--- src/rtl/gpio_pkg.sv ---
package gpio_pkg;
  localparam int WORD_W = 32;

  typedef enum logic [2:0] {
    BK_LEVEL = 3'd0,
    BK_DIR   = 3'd1,
    BK_SET   = 3'd2,
    BK_CLR   = 3'd3,
    BK_RISE  = 3'd4,
    BK_FALL  = 3'd5,
    BK_EDGE  = 3'd6,
    BK_ALT   = 3'd7
  } gpio_bank_e;
endpackage

--- src/rtl/gpio_addr_decode.sv ---
module gpio_addr_decode
  import gpio_pkg::*;
#(
  parameter int NUM_WORDS = 2,
  parameter int ADDR_W    = 7,
  parameter int IDX_W     = 2
) (
  input  logic [ADDR_W-1:0] addr_i,
  output gpio_bank_e        bank_o,
  output logic [IDX_W-1:0]  idx_o,
  output logic              valid_o
);
  localparam int PLAIN_WORDS = 7 * NUM_WORDS;
  localparam int ALL_WORDS   = 9 * NUM_WORDS;

  int word_n;

  always_comb begin
    word_n  = int'(addr_i[ADDR_W-1:2]);
    bank_o  = BK_LEVEL;
    idx_o   = '0;
    valid_o = 1'b0;
    if (addr_i[1:0] == 2'b00) begin
      if (word_n < PLAIN_WORDS) begin
        bank_o  = gpio_bank_e'(3'(word_n / NUM_WORDS));
        idx_o   = IDX_W'(word_n % NUM_WORDS);
        valid_o = 1'b1;
      end else if (word_n < ALL_WORDS) begin
        bank_o  = BK_ALT;
        idx_o   = IDX_W'(word_n - PLAIN_WORDS);
        valid_o = 1'b1;
      end
    end
  end
endmodule

--- src/rtl/gpio_pad_sync.sv ---
module gpio_pad_sync #(
  parameter int NUM_PINS = 64
) (
  input  logic                clk,
  input  logic                rst,
  input  logic [NUM_PINS-1:0] pad_i,
  output logic [NUM_PINS-1:0] sync_o,
  output logic [NUM_PINS-1:0] prev_o
);
  logic [NUM_PINS-1:0] meta_q, sync_q, prev_q;

  always_ff @(posedge clk) begin
    if (rst) begin
      meta_q <= '0;
      sync_q <= '0;
      prev_q <= '0;
    end else begin
      meta_q <= pad_i;
      sync_q <= meta_q;
      prev_q <= sync_q;
    end
  end

  assign sync_o = sync_q;
  assign prev_o = prev_q;

  // the delayed copy always trails the synchronised value by one cycle
  p_prev_trails_r6: assert property (@(posedge clk) disable iff (rst)
    prev_o == $past(sync_o));
endmodule

--- src/rtl/gpio_edge_unit.sv ---
module gpio_edge_unit
  import gpio_pkg::*;
#(
  parameter int NUM_PINS  = 64,
  parameter int NUM_WORDS = 2,
  parameter int IDX_W     = 2
) (
  input  logic                clk,
  input  logic                rst,
  input  logic [NUM_PINS-1:0] sync_i,
  input  logic [NUM_PINS-1:0] prev_i,
  input  logic                rise_we_i,
  input  logic                fall_we_i,
  input  logic [IDX_W-1:0]    word_i,
  input  logic [WORD_W-1:0]   wdata_i,
  input  logic [NUM_PINS-1:0] clr_vec_i,
  output logic [NUM_PINS-1:0] rise_en_o,
  output logic [NUM_PINS-1:0] fall_en_o,
  output logic [NUM_PINS-1:0] status_o,
  output logic                irq_o
);
  logic [NUM_PINS-1:0] rise_q, fall_q, stat_q, stat_d, evt;
  logic                irq_q;

  assign evt    = (sync_i & ~prev_i & rise_q) | (~sync_i & prev_i & fall_q);
  // a new edge is ORed in after the acknowledge, so it wins the race
  assign stat_d = (stat_q & ~clr_vec_i) | evt;

  always_ff @(posedge clk) begin
    if (rst) begin
      rise_q <= '0;
      fall_q <= '0;
      stat_q <= '0;
      irq_q  <= 1'b0;
    end else begin
      if (rise_we_i) rise_q[word_i*WORD_W +: WORD_W] <= wdata_i;
      if (fall_we_i) fall_q[word_i*WORD_W +: WORD_W] <= wdata_i;
      stat_q <= stat_d;
      irq_q  <= |stat_d;
    end
  end

  assign rise_en_o = rise_q;
  assign fall_en_o = fall_q;
  assign status_o  = stat_q;
  assign irq_o     = irq_q;

  // a status bit only appears where an enabled edge was seen
  p_status_source_r6: assert property (@(posedge clk) disable iff (rst)
    (status_o & ~$past(status_o) & ~$past(evt)) == '0);
  // acknowledged bits drop unless an edge arrives in the same cycle
  p_ack_clears_r7: assert property (@(posedge clk) disable iff (rst)
    (status_o & $past(clr_vec_i & ~evt)) == '0);
  p_edge_wins_r8: assert property (@(posedge clk) disable iff (rst)
    (status_o & $past(evt)) == $past(evt));
  // enables come out of reset cleared
  p_reset_enables_r11: assert property (@(posedge clk)
    $past(rst) |-> (rise_en_o == '0 && fall_en_o == '0));
endmodule

--- src/rtl/gpio_bank_ctrl.sv ---
module gpio_bank_ctrl
  import gpio_pkg::*;
#(
  parameter int NUM_PINS  = 64,
  parameter int NUM_WORDS = NUM_PINS / WORD_W,
  parameter int ADDR_W    = $clog2(36 * NUM_WORDS),
  parameter int IDX_W     = (2 * NUM_WORDS > 1) ? $clog2(2 * NUM_WORDS) : 1
) (
  input  logic                  clk,
  input  logic                  rst,
  input  logic                  bus_sel,
  input  logic                  bus_wr,
  input  logic [ADDR_W-1:0]     bus_addr,
  input  logic [WORD_W-1:0]     bus_wdata,
  output logic [WORD_W-1:0]     bus_rdata,
  input  logic [NUM_PINS-1:0]   pad_in,
  output logic [NUM_PINS-1:0]   pad_oe,
  output logic [NUM_PINS-1:0]   pad_out,
  output logic [2*NUM_PINS-1:0] pad_alt,
  output logic                  irq
);
  gpio_bank_e          dec_bank;
  logic [IDX_W-1:0]    dec_idx;
  logic                dec_valid;
  logic                wr_hit, rd_hit;
  logic [NUM_PINS-1:0] lvl_sync, lvl_prev;
  logic [NUM_PINS-1:0] set_vec, clr_vec, ack_vec;
  logic [NUM_PINS-1:0] rise_en, fall_en, edge_stat;
  logic [NUM_PINS-1:0] dir_q, out_q;
  logic [2*NUM_PINS-1:0] alt_q;
  logic [WORD_W-1:0]   rd_word, rdata_q;
  logic                edge_irq;

  gpio_addr_decode #(
    .NUM_WORDS(NUM_WORDS), .ADDR_W(ADDR_W), .IDX_W(IDX_W)
  ) u_dec (
    .addr_i(bus_addr), .bank_o(dec_bank), .idx_o(dec_idx), .valid_o(dec_valid)
  );

  gpio_pad_sync #(.NUM_PINS(NUM_PINS)) u_sync (
    .clk(clk), .rst(rst), .pad_i(pad_in), .sync_o(lvl_sync), .prev_o(lvl_prev)
  );

  assign wr_hit = bus_sel & bus_wr & dec_valid;
  assign rd_hit = bus_sel & ~bus_wr & dec_valid;

  // spread one written word into full-width write-one masks
  always_comb begin
    set_vec = '0;
    clr_vec = '0;
    ack_vec = '0;
    if (wr_hit && dec_bank == BK_SET) set_vec[dec_idx*WORD_W +: WORD_W] = bus_wdata;
    if (wr_hit && dec_bank == BK_CLR) clr_vec[dec_idx*WORD_W +: WORD_W] = bus_wdata;
    if (wr_hit && dec_bank == BK_EDGE) ack_vec[dec_idx*WORD_W +: WORD_W] = bus_wdata;
  end

  gpio_edge_unit #(
    .NUM_PINS(NUM_PINS), .NUM_WORDS(NUM_WORDS), .IDX_W(IDX_W)
  ) u_edge (
    .clk(clk), .rst(rst),
    .sync_i(lvl_sync), .prev_i(lvl_prev),
    .rise_we_i(wr_hit && dec_bank == BK_RISE),
    .fall_we_i(wr_hit && dec_bank == BK_FALL),
    .word_i(dec_idx), .wdata_i(bus_wdata), .clr_vec_i(ack_vec),
    .rise_en_o(rise_en), .fall_en_o(fall_en), .status_o(edge_stat),
    .irq_o(edge_irq)
  );

  always_ff @(posedge clk) begin
    if (rst) begin
      dir_q <= '0;
      out_q <= '0;
      alt_q <= '0;
    end else begin
      if (wr_hit && dec_bank == BK_DIR) dir_q[dec_idx*WORD_W +: WORD_W] <= bus_wdata;
      if (wr_hit && dec_bank == BK_ALT) alt_q[dec_idx*WORD_W +: WORD_W] <= bus_wdata;
      out_q <= (out_q | set_vec) & ~clr_vec;
    end
  end

  always_comb begin
    rd_word = '0;
    case (dec_bank)
      BK_LEVEL: rd_word = lvl_sync[dec_idx*WORD_W +: WORD_W];
      BK_DIR:   rd_word = dir_q[dec_idx*WORD_W +: WORD_W];
      BK_RISE:  rd_word = rise_en[dec_idx*WORD_W +: WORD_W];
      BK_FALL:  rd_word = fall_en[dec_idx*WORD_W +: WORD_W];
      BK_EDGE:  rd_word = edge_stat[dec_idx*WORD_W +: WORD_W];
      BK_ALT:   rd_word = alt_q[dec_idx*WORD_W +: WORD_W];
      default:  rd_word = '0;
    endcase
  end

  always_ff @(posedge clk) begin
    if (rst) rdata_q <= '0;
    else     rdata_q <= rd_hit ? rd_word : '0;
  end

  assign bus_rdata = rdata_q;
  assign pad_oe    = dir_q;
  assign pad_out   = out_q;
  assign pad_alt   = alt_q;
  assign irq       = edge_irq;

  // masked pins go high the next cycle
  p_set_drives_r4: assert property (@(posedge clk) disable iff (rst)
    (|set_vec) |=> ((pad_out & $past(set_vec)) == $past(set_vec)));
  // masked pins go low the next cycle
  p_clr_drives_r5: assert property (@(posedge clk) disable iff (rst)
    (|clr_vec) |=> ((pad_out & $past(clr_vec)) == '0));
  // pins outside both masks keep their value
  p_unmasked_hold_r4: assert property (@(posedge clk) disable iff (rst)
    ((pad_out ^ $past(pad_out)) & ~$past(set_vec | clr_vec)) == '0);
  // the write-only banks read as zero
  p_wo_reads_zero_r4: assert property (@(posedge clk) disable iff (rst)
    (rd_hit && (dec_bank == BK_SET || dec_bank == BK_CLR)) |=> bus_rdata == '0);
  // the interrupt tracks the pending bits
  p_irq_or_r9: assert property (@(posedge clk) disable iff (rst)
    irq == (|edge_stat));
  // nothing valid, nothing returned
  p_bad_addr_zero_r12: assert property (@(posedge clk) disable iff (rst)
    (bus_sel && !dec_valid) |=> bus_rdata == '0);
endmodule

--- config.mk ---
export PLATFORM = sky130hd
export DESIGN_NAME = gpio_bank_ctrl
export DESIGN_NICKNAME = d
export VERILOG_FILES = /design/src/rtl/gpio_pkg.sv /design/src/rtl/gpio_addr_decode.sv /design/src/rtl/gpio_pad_sync.sv /design/src/rtl/gpio_edge_unit.sv /design/src/rtl/gpio_bank_ctrl.sv
export SDC_FILE = /design/constraint.sdc
export NUM_CORES = 1
export LEC_CHECK = 0
export BUFFER_PORTS_ARGS = -buffer_cell sky130_fd_sc_hd__buf_4
export CORE_UTILIZATION = 30
export CTS_BUF_LIST = sky130_fd_sc_hd__clkbuf_4 sky130_fd_sc_hd__clkbuf_8
export CTS_CLUSTER_SIZE = 12
export DETAILED_ROUTE_END_ITERATION = 10
export HOLD_SLACK_MARGIN = 0.03
export MAX_ROUTING_LAYER = met4
export PLACE_DENSITY_LB_ADDON = 0.1
export SYNTH_ARGS = -nofsm -noshare
export SYNTH_HDL_FRONTEND = slang
export SYNTH_SLANG_ARGS = --single-unit
--- constraint.sdc ---
create_clock -name clk -period 5.2 [get_ports clk]
set_input_delay 1.3 -clock clk [delete_from_list [all_inputs] [get_ports clk]]
set_output_delay 1.3 -clock clk [all_outputs]
set_load 0.02 [all_outputs]
# Word level (Yosys, flattened, before mapping)
# Index checks and enable logic that the tools add are counted.
# word_totals
regBits	673
in_bits	107
output_inout_bits	289
elab_cells	80
# classes
add_sub_neg	2
magnitude_cmp	2
eq_ne	7
n_shift	10
mux	17
n_bitwise	20
n_reduce_logical	11
# ops
cell	n
bitwise AND 64 bit	7
indexed part select 64 x 8 -> 32 bit	5
NOT 64 bit	4
bitwise mux 64 bit	3
2-to-1 mux 64 bit	3
OR 64 bit	3
case mux 32 bit (6 select lines)	1
bitwise mux 128 bit	1
variable shift 32 x 34 -> 128 bit (first input constant)	1
indexed part select 128 x 8 -> 32 bit	1
indexed part select 32 x 34 -> 128 bit	1
OR reduction 64 bit	1
variable shift 32 x 34 -> 64 bit (first input constant)	1
indexed part select 32 x 34 -> 64 bit	1
negation 7 -> 34 bit	1
== test 3 bit (second input constant)	4
2-to-1 mux 3 bit	3
logical AND 1 bit	7
== test 3 x 2 -> 1 bit (second input constant)	2
2-to-1 mux 2 bit	3
< comparator 5 x 4 -> 1 bit (second input constant)	1
< comparator 5 bit (second input constant)	1
bitwise AND 1 bit	4
== test 3 x 1 -> 1 bit (second input constant)	1
other kinds (6)	9

# Depth between registers and ports, before layout
# Gate-level depths: netlist of run 1.
# logic_depth
depth_word	12
depth_mapped	16
mapped_depth_nobuf	11

# Cells and area by module
# A second synthesis of run 1 with hierarchy kept.
# unflattened
cells_unflattened	3251
hier_area_um2	28254.6
# modules_own_cells
mod	instances	cells_per_inst	area_each_um2	seq_area_each_um2
gpio_bank_ctrl	1	1837	14905.5	5765.5
gpio_edge_unit	1	997	8132.8	3863.7
gpio_pad_sync	1	405	5148.7	3843.7
gpio_addr_decode	1	12	67.6	0.0

# Worst setup path before layout of run 1
# OpenSTA, ideal clock, no wires.
# synth_path
path_kind	input to register
start	in bus_addr[4]
end	reg u_edge.irq_q, in the netlist u_edge.irq_o
setup_ns	0.137
arrival_time_ns	4.367
t_required_ns	5.063
path_slack_ns	0.695
cell_stages	16
n_path_buf	5
path_cell_list	buf_4 -> o31ai_4 -> and3_1 -> clkinv_1 -> clkbuf_1 -> buf_1 -> ha_1 -> nor2_1 -> and4_1 -> buf_2 -> buf_4 -> nand3_1 -> a21oi_1 -> nand4_1 -> nor4_1 -> a41oi_2
# synth_between
elab_chain_cells	12
elab_cells_between_ends	23
classes_between	add/sub (1); order compare (2); eq/ne (1); shift (2); mux (10); bitwise (5); reduce/logical (2)
# synth_lines
element	line	source
start, declared	gpio_bank_ctrl.sv:13	input logic [ADDR_W-1:0] bus_addr,
< comparator 5 bit	gpio_addr_decode.sv:28	end else if (word_n < ALL_WORDS) begin
2-to-1 mux 2 bit	gpio_addr_decode.sv:28	
2-to-1 mux 2 bit	gpio_addr_decode.sv:24	if (word_n < PLAIN_WORDS) begin
2-to-1 mux 2 bit	gpio_addr_decode.sv:23	if (addr_i[1:0] == 2'b00) begin
negation 7 -> 34 bit	gpio_bank_ctrl.sv:54	if (wr_hit && dec_bank == BK_EDGE) ack_vec[dec_idx*WORD_W +: WORD_W] = bus_wdata;
indexed part select 32 x 34 -> 64 bit or variable shift 32 x 34 -> 64 bit (tied branches)	gpio_bank_ctrl.sv:54	
bitwise AND 64 bit (no line)	--	
2-to-1 mux 64 bit (*)	gpio_bank_ctrl.sv:54	
NOT 64 bit (*)	gpio_edge_unit.sv:27	assign stat_d = (stat_q & ~clr_vec_i) | evt;
bitwise AND 64 bit (*)	gpio_edge_unit.sv:27	
OR 64 bit (*)	gpio_edge_unit.sv:27	
OR reduction 64 bit (*)	gpio_edge_unit.sv:39	irq_q <= |stat_d;
end signal, assigned	gpio_edge_unit.sv:39	
end, declared	gpio_edge_unit.sv:23	logic irq_q;
# Mark *: on every way between the ends. The rest lies on a longest branch, timed or not.
# A chain may end at the register's enable or synchronous reset.

# Worst setup path in the final report of run 1
# layout_path
start	in bus_addr[1]
end	reg u_edge.irq_q, in the netlist u_edge.irq_o
# layout_between
elab_chain_cells	10
elab_cells_between_ends	16
classes_between	add/sub (1); eq/ne (1); shift (2); mux (4); bitwise (5); reduce/logical (3)
# layout_lines
element	line
logical NOT 2 bit (*)	gpio_addr_decode.sv:23
2-to-1 mux 2 bit	gpio_addr_decode.sv:23
negation 7 -> 34 bit	gpio_bank_ctrl.sv:54
indexed part select 32 x 34 -> 64 bit or variable shift 32 x 34 -> 64 bit (tied branches)	gpio_bank_ctrl.sv:54
bitwise AND 64 bit (no line)	--
2-to-1 mux 64 bit (*)	gpio_bank_ctrl.sv:54
NOT 64 bit (*)	gpio_edge_unit.sv:27
bitwise AND 64 bit (*)	gpio_edge_unit.sv:27
OR 64 bit (*)	gpio_edge_unit.sv:27
OR reduction 64 bit (*)	gpio_edge_unit.sv:39
# Marked as above.

==> summary.txt, run 1 <==
Floorplan
  • Die width: around 300 um
  • Die height: between 300 and 400 um
  • Starting Density: about 30%
  • Num ports: approximately 400
  • Die ar.: between 90,000 and 100,000 um^2
  • Site Rows: 109
  • Core Area: 88,200 um^2

Global routing
  • All-layer global routing usage: a little over a quarter
  • Global route overflow: 0
  • Vias in the first global route: around 24,000
  • Largest net degree at the start of global routing: approximately 150
  • First-pass GRT wire length: approximately 170,000 um
  • Initial antenna violation count: 14

Clock tree
  • CTS tree: done
  • Post-CTS sizing: 0
  • CTS H-Tree Depth: 3
  • Worst-path clk slew: 70 ps
  • Worst-skew pair later-pin latency: around 780 ps
  • Buffer depth of the longest clock path: 3
  • CTS sink count: about 670
  • TritonCTS Buffers: 121
  • Root buf cell: clkbuf_8
  • Setup Fix Bufs, Post-CTS: 0
  • Post-CTS Hold Fix Bufs: 0

Power
  • Internal power: ~8.6 mW
  • Clock network power share: between 40% and 50%
  • Cell Pwr Density: between 300 and 400 nW/um^2
  • Psw: between 2 and 3 mW
  • Comb power frac: between 5 and 6%
  • Leakage: 12.0 nW
  • Power share of the sequential group: 46.2%
  • Net Sw Frac: about 25%
  • Maximum VDD drop: between 0.15 and 0.2 mV

Setup path
  • Cell repeated most along the worst path: buf_4
  • Largest fanout on the critical path: between 40 and 50
  • R2R setup slack: 2720 ps
  • Cell family with most CP delay: simple AND/OR/NAND/NOR gates
  • Critical Path End: u_edge.irq_o
  • Reg-to-Reg End: u_edge.irq_o
  • CP arrival: ~4700 ps
  • Worst path max stage delay: 570 ps
  • FF-to-FF path depth: 8
  • Worst EP required: 5820 ps
  • Crit path from: bus_addr[1]
  • Critical Path Sink Type: flop
  • Crit path cell chain: buf_4, nor2_1, and3_2, buf_4, ha_1, and4_1, buf_4, nand3_1, a21oi_1, nand4_1, nor3_1, a41oi_2
  • Crit Path Category: input port to flop
  • CP startpoint kind: input port
  • Slowest CP cell: buf_4
  • Buf+Inv Stages, Crit Path: 3
  • Worst path depth: 12
  • R2R Path Start: u_sync.sync_o[18]

Layout
  • Layout area overhead: 25.3%
  • Final nets: 3,528
  • Layout cells sized above 1: 20.6%
  • Design Area, Final: about 33,000 um^2
  • Most common cell after layout, fill and taps aside: dfxtp_1
  • Commonest non-fill, non-tap cells in the layout: dfxtp_1 (673), buf_4 (454), nor2_1 (397)

Timing
  • Max frequency: approximately 250 MHz
  • Max_slew headroom: a little over a third
  • Final Setup Violations: 0
  • Final Hold Viols: 0
  • Worst Max-Slew Pin Slew: 948 ps
  • Pins over their slew limit: 0
  • Setup Skew: around 54 ps
  • Crit path time final: about 4000 ps
  • Final period util: roughly 78%
  • Setup TNS Final: 0 ps
  • RSZ-0062 raised after global routing: no

Routing
  • DRT antenna net count: 0
  • Residual DRC: 0
  • Final WL: ~120,000 um
  • DR vias: about 26,000
  • Detailed Route Iter0 Violations: around 3,200
  • Via density: approximately 5.5
  • Routed length per instance: between 20 and 30 um
  • Drt first pass iters: 10

Yosys
  • EDFF count, synth: 0
  • Cells after Synth: roughly 3,100
  • YS warnings: 0
  • Flop and latch count out of synthesis: between 600 and 700
  • Post-synthesis sequential area ratio: 50.5%
  • Synth area leader: dfxtp_1
  • Top cell type's share of synthesized area: 50.5%
  • Synth Area per Inst: 8.51 um^2
  • Mapped Area: between 20,000 and 30,000 um^2
  • Library cells used by synthesis: 61
  • Synth Area in Compound Gates: approximately a fifth
  • Synth Area in Simple Gates: a little under a quarter
  • Net count after synthesis: ~3,200
  • Fraction of registers with async set/reset: 0%
  • XOR/XNOR Fraction of Synth Area: 0%
  • Mux contribution to synthesized area: 0%
  • Synth Flop Type: dfxtp_1
  • Post-synthesis adder-cell area fraction: 0.141%
  • Largest family of logic cells by synthesized area: simple AND/OR/NAND/NOR gates
  • Top post-synthesis cells by area: dfxtp_1 (50%), a21oi_1 (5.7%), nor2_1 (5.6%), nor2b_1 (4.8%), nand3_1 (4.6%)

Place
  • Post-DP HPWL: 82,000 um
  • Cell Area, Placed: slightly above 30,000 um^2
  • Port Buffers: between 300 and 400
  • Routability cong.: just under 0.9

Min path
  • Min-delay src: u_sync.meta_q[50]
  • Hold Crit Class: flop to flop

Status
  • Status: finished, final reports clean

Run
  • Max cap viols: 0
area by class of cell:
cell class              count  area, um^2
diodes                     10        25.0
clock buffers             193        2440
clock inverters            29         294
fillers                  9005       54800
inverters                  16        60.1
multi-input cells        2136       12000
flip-flops and latches    673       13500
well taps                1165        1460
repair buffers            470        3720
cells in the mapped netlist (5+ instances only):
cell type	instances
a211oi_1	11
a21oi_1	304
a222oi_1	64
a22oi_1	73
a311oi_1	53
a31oi_1	55
a32oi_1	80
and2_1	11
and3_1	24
and3b_1	8
buf_1	32
buf_2	43
buf_6	5
clkbuf_1	226
dfxtp_1	673
inv_1	14
nand2_1	291
nand3_1	246
nand3b_1	61
nand4_1	8
nor2_1	398
nor2b_1	203
nor3_1	7
nor4_1	8
o2111ai_1	8
o211ai_1	40
o21a_1	20
o21ai_0	88
o221ai_1	8
o22ai_1	18
cells by family (layout without fill, tap and decap cells):
group | after synthesis | after routing
AND/OR/NAND/NOR | 1291 | 1291
other | 0 | 10
adder cells (fa/ha/maj) | 3 | 3
buffers and inverters | 326 | 708
flip-flops | 673 | 673
AO/OA/AOI/OAI | 842 | 842
registers in the layout, summed over array words and instances (netlist names):
register and count:
u_edge.fall_en_o 64, u_edge.status_o 64, pad_oe 64, u_edge.rise_en_o 64, bus_rdata 32, pad_alt 128, u_sync.prev_o 64, u_sync.meta_q 64
u_sync.sync_o 64, pad_out 64, u_edge.irq_o 1
how the worst min path moves through the flow:
| stage | slack (ps) | cells after the start | end |
|---|---|---|---|
| global route | 440 | 1 | u_sync.sync_o[46] |
| detailed placement | 430 | 1 | u_sync.sync_o[53] |
| CTS | 440 | 1 | u_sync.sync_o[53] |
| floorplan | 410 | 1 | u_sync.sync_o[0] |
| global placement | 420 | 1 | u_sync.sync_o[47] |
| finish | 430 | 1 | u_sync.sync_o[50] |
power by group through the flow:
stage	sequential [mW]	combinational, mW	clock, mW
after detailed placement	5.37	0.570	0
final	5.26	0.579	5.54
after floorplan	5.35	0.269	0
after global placement	5.37	0.566	0
after CTS	5.26	0.571	5.65
after global routing	5.26	0.599	5.90
routing by layer:
metal,GRT usage (%),part of all wire (%),vias to the layer above
met1,35.6,44,12700
met5,-,0,-
met4,10.1,3.4,0
met2,40.1,44,1335
li1,-,-,11800
met3,5.14,8.6,188
worst register-to-register path, stage by stage, from the launching register on:
cell	delay, ps
dfxtp_1	400
nand3b_1	170
o221ai_1	150
nor4_1	580
nand4_1	160
nor4_1	390
buf_4	180
and4_4	240
a41oi_2	90
metrics by stage:
step | worst slack, ps | instances | hold WS [ps] | power [mW] | utilization, %
after floorplan | 695 | 3135 | 414 | 5.62 | -
after global placement | 624 | 4460 | 421 | 5.94 | 34.8
after detailed placement | 459 | 4460 | 425 | 5.94 | 34.8
after CTS | 1250 | 4682 | 438 | 11.5 | 37.9
after global routing | 1080 | 4690 | 445 | 11.8 | 37.9
final | 1170 | 4692 | 433 | 11.4 | 37.9
Note: power is estimated with default switching activity, not from simulation.
==> run 2: changes to the inputs <==
ABC_AREA = 1   (was default)
clock period = 3.74 ns   (was 5.2 ns; I/O delays follow)
==> summary.txt, run 2 <==
Timing
  • WHS: approximately 370 ps
  • Worst Max-Slew Pin Slew: about 1200 ps
  • Final period util: 80.7%
  • Max_slew headroom: 22.3%
  • Pins over their slew limit: 0
  • Final Setup Violations: 0
  • Setup TNS Final: 0 ps
  • Max frequency: between 300 and 400 MHz
  • Crit path time final: roughly 3000 ps
  • Final Hold Viols: 0
  • RSZ-0062 raised after global routing: no
  • Setup Skew: 50.6 ps

Clock tree
  • CTS tree: done
  • TritonCTS Buffers: 121
  • Worst-path clk slew: ~70 ps
  • Root buf cell: clkbuf_8
  • Worst-skew pair later-pin latency: between 700 and 800 ps
  • Post-CTS sizing: 0
  • Post-CTS Hold Fix Bufs: 0
  • Setup Fix Bufs, Post-CTS: 0
  • CTS sink count: between 600 and 700
  • Buffer depth of the longest clock path: 3
  • CTS H-Tree Depth: 3

Global routing
  • Global route overflow: 0
  • First-pass GRT wire length: roughly 190,000 um
  • Vias in the first global route: 26,300
  • Initial antenna violation count: 2
  • Largest net degree at the start of global routing: 160
  • All-layer global routing usage: 28.3%

Setup path
  • R2R setup slack: roughly 1700 ps
  • CP arrival: between 3000 and 4000 ps
  • Critical Path Sink Type: flop
  • R2R Path Start: u_sync.sync_o[44]
  • Reg-to-Reg End: u_edge.irq_o
  • Crit path from: bus_addr[5]
  • Largest fanout on the critical path: 21
  • Crit Path Category: input port to flop
  • Critical Path End: u_edge.irq_o
  • Worst EP required: 4390 ps
  • CP startpoint kind: input port
  • FF-to-FF path depth: 10

Power
  • Cell Pwr Density: around 440 nW/um^2
  • Psw: just over 4 mW
  • Power share of the sequential group: about 45%
  • Net Sw Frac: about a quarter
  • Internal power: between 10 and 15 mW
  • Design Power: 16.1 mW
  • Maximum VDD drop: 0.249 mV
  • Comb power frac: roughly 6%
  • Leakage: about 16 nW
  • Clock network power share: 48.7%

Place
  • Port Buffers: approximately 400
  • Cell Area, Placed: roughly 33,000 um^2
  • Routability cong.: about 0.93
  • Post-DP HPWL: 95,300 um

Routing
  • Routed length per instance: 23.9 um
  • Drt first pass iters: 6
  • Detailed Route Iter0 Violations: roughly 2,400
  • Final WL: between 100,000 and 150,000 um
  • DRT antenna net count: 0
  • Via density: 5.01
  • Residual DRC: 0
  • DR vias: approximately 28,000

Status
  • Status: finished, final reports clean

Layout
  • Design Area, Final: around 36,000 um^2
  • Max reg flops: between 100 and 150
  • Sequential cell area: 13,500 um^2
  • Final nets: roughly 4,400
  • Layout area overhead: 30.5%
  • Multi-input gate area: ~12,000 um^2
  • Most common cell after layout, fill and taps aside: nand2_1
  • Commonest non-fill, non-tap cells in the layout: nand2_1 (825), dfxtp_1 (673), buf_4 (582)
  • Layout cells sized above 1: a little over a fifth
  • Number of fill cells: ~10,000

Yosys
  • Count leader, synth: nand2_1
  • Synth area leader: dfxtp_1
  • Flop and latch count out of synthesis: around 670
  • Net count after synthesis: ~3,900
  • Post-synth top cells: nand2_1 (827), dfxtp_1 (673), a21oi_1 (452)
  • Fraction of registers with async set/reset: 0%
  • Library cells used by synthesis: 40
  • YS warnings: 0
  • Cells after Synth: around 3,800
  • Mapped Area: around 28,000 um^2
  • Synth Flop Type: dfxtp_1
  • Top cell type's share of synthesized area: between 40% and 50%
  • EDFF count, synth: 0
  • Post-synthesis sequential area ratio: 48.5%
  • Synth Area per Inst: 7.40 um^2
  • Top post-synthesis cells by area: dfxtp_1 (49%), nand2_1 (11%), a21oi_1 (8.1%), inv_1 (5.7%), nor2_1 (5.7%)

Floorplan
  • Site Rows: roughly 110
  • Num ports: a little under 400
  • Starting Density: between 30% and 40%
  • Die ar.: about 94,000 um^2
  • Core Area: about 92,000 um^2
  • Die height: 306 um
  • Die width: 306 um

Run
  • Max cap viols: 0

Min path
  • Hold Crit Class: input port to flop
  • Hold depth: 3
[run 2: cell count changes after synthesis, moves of 51 or more]
cell	change
inv_1	+409
nand3b_1	-59
a222oi_1	-64
nand3_1	-167
nor2b_1	-203
a32oi_1	-80
a21oi_1	+148
a211oi_1	+65
clkbuf_1	-61
nand2_1	+536
o21ai_0	+51
[run 2: power groups by stage]
| stage | combinational, mW | clock (mW) | sequential (mW) |
|---|---|---|---|
| 2_1_floorplan | 0.431 | 0 | 7.44 |
| 3_3_place_gp | 0.944 | 0 | 7.46 |
| 3_5_place_dp | 0.940 | 0 | 7.46 |
| 4_1_cts | 0.943 | 8.02 | 7.30 |
| 5_1_grt | 1.02 | 8.37 | 7.30 |
| 6_report | 0.952 | 7.84 | 7.30 |
[run 2: per-stage QoR]
stage	worst slack, ps	utilization [%]	instances
finish	724	39.5	5540
global route	469	39.5	5539
CTS	812	39.5	5537
detailed placement	-7.32	36.5	5310
global placement	28.1	36.5	5310
floorplan	40.4	-	3751
[run 2: metal layers]
layer	GRT usage, %	part of all wire (%)	up-vias
met5	-	0	-
met4	13.0	4.7	0
met3	4.87	6.8	212
met2	44.8	46	1016
met1	35.0	42	13200
li1	-	-	13300
[run 2: layout make-up]
cell class | count | share of cell area [%]
flip-flops and latches | 673 | 37.2
multi-input cells | 2393 | 32.3
repair buffers | 620 | 14.1
clock buffers | 201 | 7.06
inverters | 438 | 4.54
well taps | 1186 | 4.10
clock inverters | 26 | 0.642
diodes | 3 | 0.0207
[run 2: worst min-delay path by stage]
stage / start / to / slack, ps
global route: pad_in[8] / u_sync.meta_q[8] / 340
floorplan: u_sync.meta_q[0] / u_sync.sync_o[0] / 390
detailed placement: u_sync.meta_q[19] / u_sync.sync_o[19] / 390
global placement: u_sync.meta_q[9] / u_sync.sync_o[9] / 390
finish: pad_in[23] / u_sync.meta_q[23] / 370
CTS: pad_in[8] / u_sync.meta_q[8] / 290
[run 2: kinds of logic after synthesis]
kind of cell	count (synthesis)	synth area share, %
buf+inv	685	9.52
flops	673	48.5
simple gates	1417	20.6
compound gates	973	21.3
fa+ha+maj	3	0.135
[run 2: critical path, cell delays in order]
cell	delay, ps
buf_4	120
nor2_1	120
nand2_2	160
inv_1	120
nand3_2	100
ha_1	260
inv_1	170
buf_12	190
nand2_1	100
nor2_1	170
nand3_1	120
nor2_1	140
nand2_1	60
nand2_1	80
nand2_1	50
nor2_1	140
nand2_1	70
nor2_1	260
nand2_1	90
nor2_1	110
a21oi_1	70
